===== config.mk =====
export PLATFORM = sky130hd
export DESIGN_NAME = bank_seq_addr_gen
export DESIGN_NICKNAME = d
export VERILOG_FILES = /design/src/rtl/addr_seq_pkg.sv /design/src/rtl/asq_ctrl.sv /design/src/rtl/asq_wrap_ctr.sv /design/src/rtl/bank_seq_addr_gen.sv
export SDC_FILE = /design/constraint.sdc
export NUM_CORES = 1
export LEC_CHECK = 0
export BUFFER_PORTS_ARGS = -buffer_cell sky130_fd_sc_hd__buf_2
export CAP_MARGIN = 20
export CORE_MARGIN = 4
export CORE_UTILIZATION = 50
export DETAILED_ROUTE_END_ITERATION = 10
export GPL_TIMING_DRIVEN = 0
export HOLD_SLACK_MARGIN = 0.15
export PLACE_DENSITY = 0.8
export SLEW_MARGIN = 40
export SYNTH_ARGS = -nofsm -noshare
export SYNTH_HDL_FRONTEND = slang
export SYNTH_HIERARCHICAL = 1
export SYNTH_SLANG_ARGS = --single-unit

===== constraint.sdc =====
create_clock -name clk_i -period 2.6 [get_ports clk_i]
set_input_delay 0.39 -clock clk_i [delete_from_list [all_inputs] [get_ports clk_i]]
set_output_delay 0.39 -clock clk_i [all_outputs]
set_load 0.01 [all_outputs]

===== src/rtl/addr_seq_pkg.sv =====
package addr_seq_pkg;
  typedef enum logic [2:0] {
    CMD_MASK,
    CMD_STOP,
    CMD_LOAD,
    CMD_STEP,
    CMD_IDLE
  } seq_cmd_e;
endpackage


===== src/rtl/asq_ctrl.sv =====
module asq_ctrl
  import addr_seq_pkg::*;
(
  input  logic clk_i,
  input  logic rst_ni,
  input  logic cke_i,
  input  logic load_i,
  input  logic run_i,
  input  logic stop_i,
  output logic load_en_o,
  output logic step_o,
  output logic running_o
);
  seq_cmd_e cmd;
  logic     running_q;

  // priority: mask > stop > load > step
  always_comb begin
    if (!cke_i)         cmd = CMD_MASK;
    else if (stop_i)    cmd = CMD_STOP;
    else if (load_i)    cmd = CMD_LOAD;
    else if (running_q) cmd = CMD_STEP;
    else                cmd = CMD_IDLE;
  end

  assign load_en_o = (cmd == CMD_LOAD);
  assign step_o    = (cmd == CMD_STEP);
  assign running_o = running_q;

  always_ff @(posedge clk_i or negedge rst_ni) begin
    if (!rst_ni) begin
      running_q <= 1'b0;
    end else begin
      unique case (cmd)
        CMD_STOP, CMD_LOAD: running_q <= 1'b0;
        CMD_STEP, CMD_IDLE: if (run_i) running_q <= 1'b1;
        default:            running_q <= running_q;
      endcase
    end
  end

  assert_stop_clears_R9: assert property (@(posedge clk_i) disable iff (!rst_ni)
    cke_i && stop_i |=> !running_o);
  assert_mask_hold_R10: assert property (@(posedge clk_i) disable iff (!rst_ni)
    !cke_i |=> $stable(running_o));
  assert_run_sets_R3: assert property (@(posedge clk_i) disable iff (!rst_ni)
    cke_i && run_i && !stop_i && !load_i |=> running_o);
endmodule


===== src/rtl/asq_wrap_ctr.sv =====
module asq_wrap_ctr #(
  parameter int unsigned LIMIT = 256,
  parameter int unsigned W     = $clog2(LIMIT)
) (
  input  logic         clk_i,
  input  logic         rst_ni,
  input  logic         load_i,
  input  logic [W-1:0] load_val_i,
  input  logic         inc_i,
  output logic [W-1:0] val_o,
  output logic         carry_o
);
  localparam logic [W-1:0] MAX_V = W'(LIMIT - 1);

  logic [W-1:0] val_q;
  logic         at_max;

  assign at_max  = (val_q == MAX_V);
  assign carry_o = inc_i & at_max;
  assign val_o   = val_q;

  always_ff @(posedge clk_i or negedge rst_ni) begin
    if (!rst_ni)     val_q <= '0;
    else if (load_i) val_q <= (load_val_i > MAX_V) ? '0 : load_val_i;
    else if (inc_i)  val_q <= at_max ? '0 : val_q + 1'b1;
  end

  // also covers the bank and row steps
  assert_ctr_step_R3: assert property (@(posedge clk_i) disable iff (!rst_ni)
    inc_i && !load_i |=> (val_q == W'($past(val_q) + 1'b1)) || ($past(at_max) && val_q == '0));
  assert_load_range_R2: assert property (@(posedge clk_i) disable iff (!rst_ni)
    load_i |=> val_q <= MAX_V);
  assert_idle_hold_R8: assert property (@(posedge clk_i) disable iff (!rst_ni)
    !inc_i && !load_i |=> $stable(val_q));
endmodule


===== src/rtl/bank_seq_addr_gen.sv =====
module bank_seq_addr_gen #(
  parameter int unsigned NUM_BANKS = 4,
  parameter int unsigned NUM_ROWS  = 1536,
  parameter int unsigned NUM_COLS  = 256,
  localparam int unsigned BANK_W   = $clog2(NUM_BANKS),
  localparam int unsigned ROW_W    = $clog2(NUM_ROWS),
  localparam int unsigned COL_W    = $clog2(NUM_COLS)
) (
  input  logic              clk_i,
  input  logic              rst_ni,
  input  logic              cke_i,
  input  logic              load_i,
  input  logic [BANK_W-1:0] bank_i,
  input  logic [ROW_W-1:0]  row_i,
  input  logic [COL_W-1:0]  col_i,
  input  logic              run_i,
  input  logic              stop_i,
  output logic [BANK_W-1:0] bank_o,
  output logic [ROW_W-1:0]  row_o,
  output logic [COL_W-1:0]  col_o,
  output logic              running_o,
  output logic              bank_sw_o,
  output logic              row_wrap_o
);
  logic load_en, step;
  logic col_carry, bank_carry, row_carry;
  logic bank_sw_q, row_wrap_q;

  asq_ctrl u_ctrl (
    .clk_i     (clk_i),
    .rst_ni    (rst_ni),
    .cke_i     (cke_i),
    .load_i    (load_i),
    .run_i     (run_i),
    .stop_i    (stop_i),
    .load_en_o (load_en),
    .step_o    (step),
    .running_o (running_o)
  );

  asq_wrap_ctr #(.LIMIT(NUM_COLS)) u_col (
    .clk_i      (clk_i),
    .rst_ni     (rst_ni),
    .load_i     (load_en),
    .load_val_i (col_i),
    .inc_i      (step),
    .val_o      (col_o),
    .carry_o    (col_carry)
  );

  asq_wrap_ctr #(.LIMIT(NUM_BANKS)) u_bank (
    .clk_i      (clk_i),
    .rst_ni     (rst_ni),
    .load_i     (load_en),
    .load_val_i (bank_i),
    .inc_i      (col_carry),
    .val_o      (bank_o),
    .carry_o    (bank_carry)
  );

  asq_wrap_ctr #(.LIMIT(NUM_ROWS)) u_row (
    .clk_i      (clk_i),
    .rst_ni     (rst_ni),
    .load_i     (load_en),
    .load_val_i (row_i),
    .inc_i      (bank_carry),
    .val_o      (row_o),
    .carry_o    (row_carry)
  );

  always_ff @(posedge clk_i or negedge rst_ni) begin
    if (!rst_ni) begin
      bank_sw_q  <= 1'b0;
      row_wrap_q <= 1'b0;
    end else begin
      bank_sw_q  <= col_carry;
      row_wrap_q <= row_carry;
    end
  end

  assign bank_sw_o  = bank_sw_q;
  assign row_wrap_o = row_wrap_q;

  assert_mask_hold_R8: assert property (@(posedge clk_i) disable iff (!rst_ni)
    !cke_i |=> $stable(bank_o) && $stable(row_o) && $stable(col_o) && !bank_sw_o && !row_wrap_o);
  assert_bank_sw_R7: assert property (@(posedge clk_i) disable iff (!rst_ni)
    bank_sw_o |-> col_o == '0 && bank_o != $past(bank_o));
  assert_row_wrap_R6: assert property (@(posedge clk_i) disable iff (!rst_ni)
    row_wrap_o |-> row_o == '0 && bank_o == '0 && col_o == '0 && bank_sw_o);
  assert_stop_hold_R9: assert property (@(posedge clk_i) disable iff (!rst_ni)
    cke_i && stop_i |=> $stable(bank_o) && $stable(row_o) && $stable(col_o));
  assert_pulse_once_R7: assert property (@(posedge clk_i) disable iff (!rst_ni)
    bank_sw_o |=> !bank_sw_o);
endmodule


==> results.toml <==
[synthesis]
yosys.area_share.xor_xnor_pct = 2.949
synthAdderAreaFrac_pct = 2.527
syn_nets = 188
synth.avg_cell_area_um2 = 9.400
synth_cell_types = 51
yosysSeqAreaShare_pct = 40.44
synth-simple-area-share_pct = 26.54
ys_ff_latch = 24
synth_compound_area_share_pct = 19.80
synth_area_um2 = 1485
synth_mux_area_share_pct = 3.454
yosys_warnings = 6
syn_inst = 158
synth_top_family_by_area = "simple AND/OR/NAND/NOR gates"

[cts]
insertion_delay_ps = 320
cts_max_level = 1
numCtsBuffers = 3
cts_sinks = 24
cts_buffer_depth = 2
cts_tree = "done"
cts-root-buf = "clkbuf_4"
clkTransAtPathRegs_ps = 130
cts_setup_buffers = 0

[placed_design]
placed_area_um2 = 1774
gp_congestion = 0.9017
numPortBuffers = 50
dp_hpwl_um = 2958

[routing]
wl_per_cell_um = 16.03
route.vias.total = 1481
drc = 0
drt_pass1_iterations = 4
drtIter0Drc = 118
wl_um = 3912
postRouteAntennaNets = 0
via_per_inst = 6.070

[global_routing]
antenna_found_initial = 0
met1_usage_pct = 26.48
gr-usage-met3_pct = 3.237
grt_max_degree = 25
track_usage_pct = 21.17
gr-total-overflow = 0
grt_busiest_layer = "met2"
grt_pass1_wl_um = 6741
use_met2_pct = 36.22
grt_pass1_vias = 1478

[final_layout]
drive_gt1_share_pct = 34.74
regArea_um2 = 600.6
multi_input_area_um2 = 825.8
areaGrowthSynthToFinish_pct = 22.91
fillerInstances = 238
final_common_cell = "buf_2"
n_antenna_cell = 0
final_nets = 244
finalInstanceArea_um2 = 1826
final_cell_mix = "buf_2 (53), dfrtp_1 (24), nand2_1 (17), o21ai_0 (11), a21oi_1 (9)"

[outcome]
status = "completed"

[power]
ir_worst_vdd_v = 0.0002984
powerDensity_nw_per_um2 = 560.8
power_uw = 1024
power.static_leakage_uw = 0.0008170

[critical_path]
cp_data_required_time_ps = 2800
worst_setup_path_start_kind = "register"
path_max_fanout = 9
worst_setup_path_end_kind = "register"
critPathArrivalTime_ps = 2560
criticalPathCategory = "register to register"

[floorplan]
dieWidth_um = 62.50
initial_core_util_pct = 52.94
num_rows = 19
die-height_um = 62.50
boundaryPins = 51
design.core.area_um2 = 2805
die_area_um2 = 3906

[flow_run]
max-cap-violations = 0

[timing]
hold_viol = 0
tightest_slew_ps = 536.5
timing.hold.ws_ps = 271.8
max_freq_mhz = 423.8
finalSetupTns_ps = 0
min_period_over_period_pct = 90.76
rsz0062_at_grt = "no"
min_period_ps = 2360
maxSlewViolCount = 0
setup_viol = 0
clock_skew_ps = 2.022
relSlewSlack_pct = 64.23

[min_path]
hold_path.class = "primary input to register"
state kept, by name (all words and copies together), names as in the netlist:
name / cells
bank_sw_o: 1
u_row/val_o: 11
u_bank/val_o: 2
u_ctrl/running_o: 1
row_wrap_o: 1
u_col/val_o: 8
Yosys cell counts, drive strengths merged:
| cell type | count | area (um2) |
|---|---|---|
| o31ai | 2 | 15.01 |
| mux2i | 4 | 40.04 |
| nand2 | 17 | 63.81 |
| a21boi | 1 | 11.26 |
| nor2 | 8 | 30.03 |
| xor2 | 5 | 43.79 |
| o21ai | 15 | 78.82 |
| a41o | 1 | 11.26 |
| nand3 | 8 | 40.04 |
| nor3b | 3 | 22.52 |
| a32oi | 2 | 17.52 |
| or2 | 1 | 6.260 |
| and3 | 4 | 26.28 |
| mux2 | 1 | 11.26 |
| o211ai | 1 | 7.510 |
| o21a | 2 | 15.01 |
| ha | 3 | 37.54 |
| clkbuf | 3 | 11.26 |
| and4 | 1 | 8.760 |
| o311ai | 1 | 8.760 |
| o21ba | 1 | 10.01 |
| a221o | 2 | 20.02 |
| a41oi | 1 | 8.760 |
| nand2b | 2 | 12.51 |
| a211oi | 1 | 7.510 |
| nor4b | 1 | 8.760 |
| nor3 | 2 | 10.01 |
| nor2b | 4 | 25.02 |
| and4b | 1 | 10.01 |
| and2 | 2 | 15.01 |
| and4bb | 1 | 12.51 |
| and3b | 1 | 10.01 |
| and2b | 1 | 8.760 |
| a21oi | 9 | 45.04 |
| buf | 5 | 41.28 |
| o31a | 1 | 8.760 |
| nand3b | 2 | 15.01 |
| inv | 3 | 11.26 |
| dfrtp | 24 | 600.6 |
| nand4 | 6 | 52.55 |
| a221oi | 1 | 8.760 |
| o211a | 1 | 10.01 |
| a32o | 1 | 10.01 |
| or4 | 2 | 16.27 |
critical path, cell delays in order, from the launching register on:
cell      delay [ps]
dfrtp_1          380
and4bb_2         220
buf_2            200
inv_1            120
nor3_2           330
and2_2           290
and3_1           240
nand4_1          180
mux2i_1          190
o21ai_0           90
metrics by stage:
stage	utilization [%]	worst slack (ps)	std cells
after detailed placement	63.25	-83.34	239
after CTS	64.90	77.54	244
after floorplan	-	360.6	158
after global routing	65.08	26.01	244
after global placement	63.25	-52.67	239
final	65.08	240.2	244
cells by family after synthesis:
kind of cell	count (synthesis)
compound gates	43
xor+xnor	5
fa+ha+maj	3
buf+inv	11
flops	24
mux	5
simple gates	67
final timing paths:
check	depth (start not counted)	from	end	slack, ps
max in group asynchronous	2	rst_ni	u_col/val_o[0]	1680
hold / removal	3	col_i[5]	u_col/val_o[5]	270
setup / recovery	9	u_ctrl/running_o	u_row/val_o[10]	240
hold reg to reg	1	u_row/val_o[9]	row_wrap_o	530
setup reg to reg	9	u_ctrl/running_o	u_row/val_o[10]	240
min in group asynchronous	2	rst_ni	u_row/val_o[9]	570
layout make-up:
cell class                 count  share of cell area, %
multi-input combinational    123                  45.24
sequential                    24                  32.90
timing repair buffer          51                  14.26
buffer                         8                  2.879
tap                           31                  2.125
clock buffer                   4                  1.988
inverter                       3                 0.6169
where the power goes:
group	total [uW]	internal [uW]	leakage (uW)	switching [uW]
logic	301	143	0.000507	158
clock network	199	85.6	0.0000210	114
registers	523	431	0.000289	91.8
total	1020	660	0.000817	364
routing by layer:
layer,wire length (um),vias to the layer above
met5,0,-
met4,68,0
met3,215,9
met2,1992,61
met1,1635,708
li1,-,703
timing repair:
item                       in CTS  in global routing
setup endpoints to repair       0                  8
resized for setup               0                  1
hold buffers                    1                  0
hold endpoints to repair       24                  0
Power figures use the tool's default switching activity.
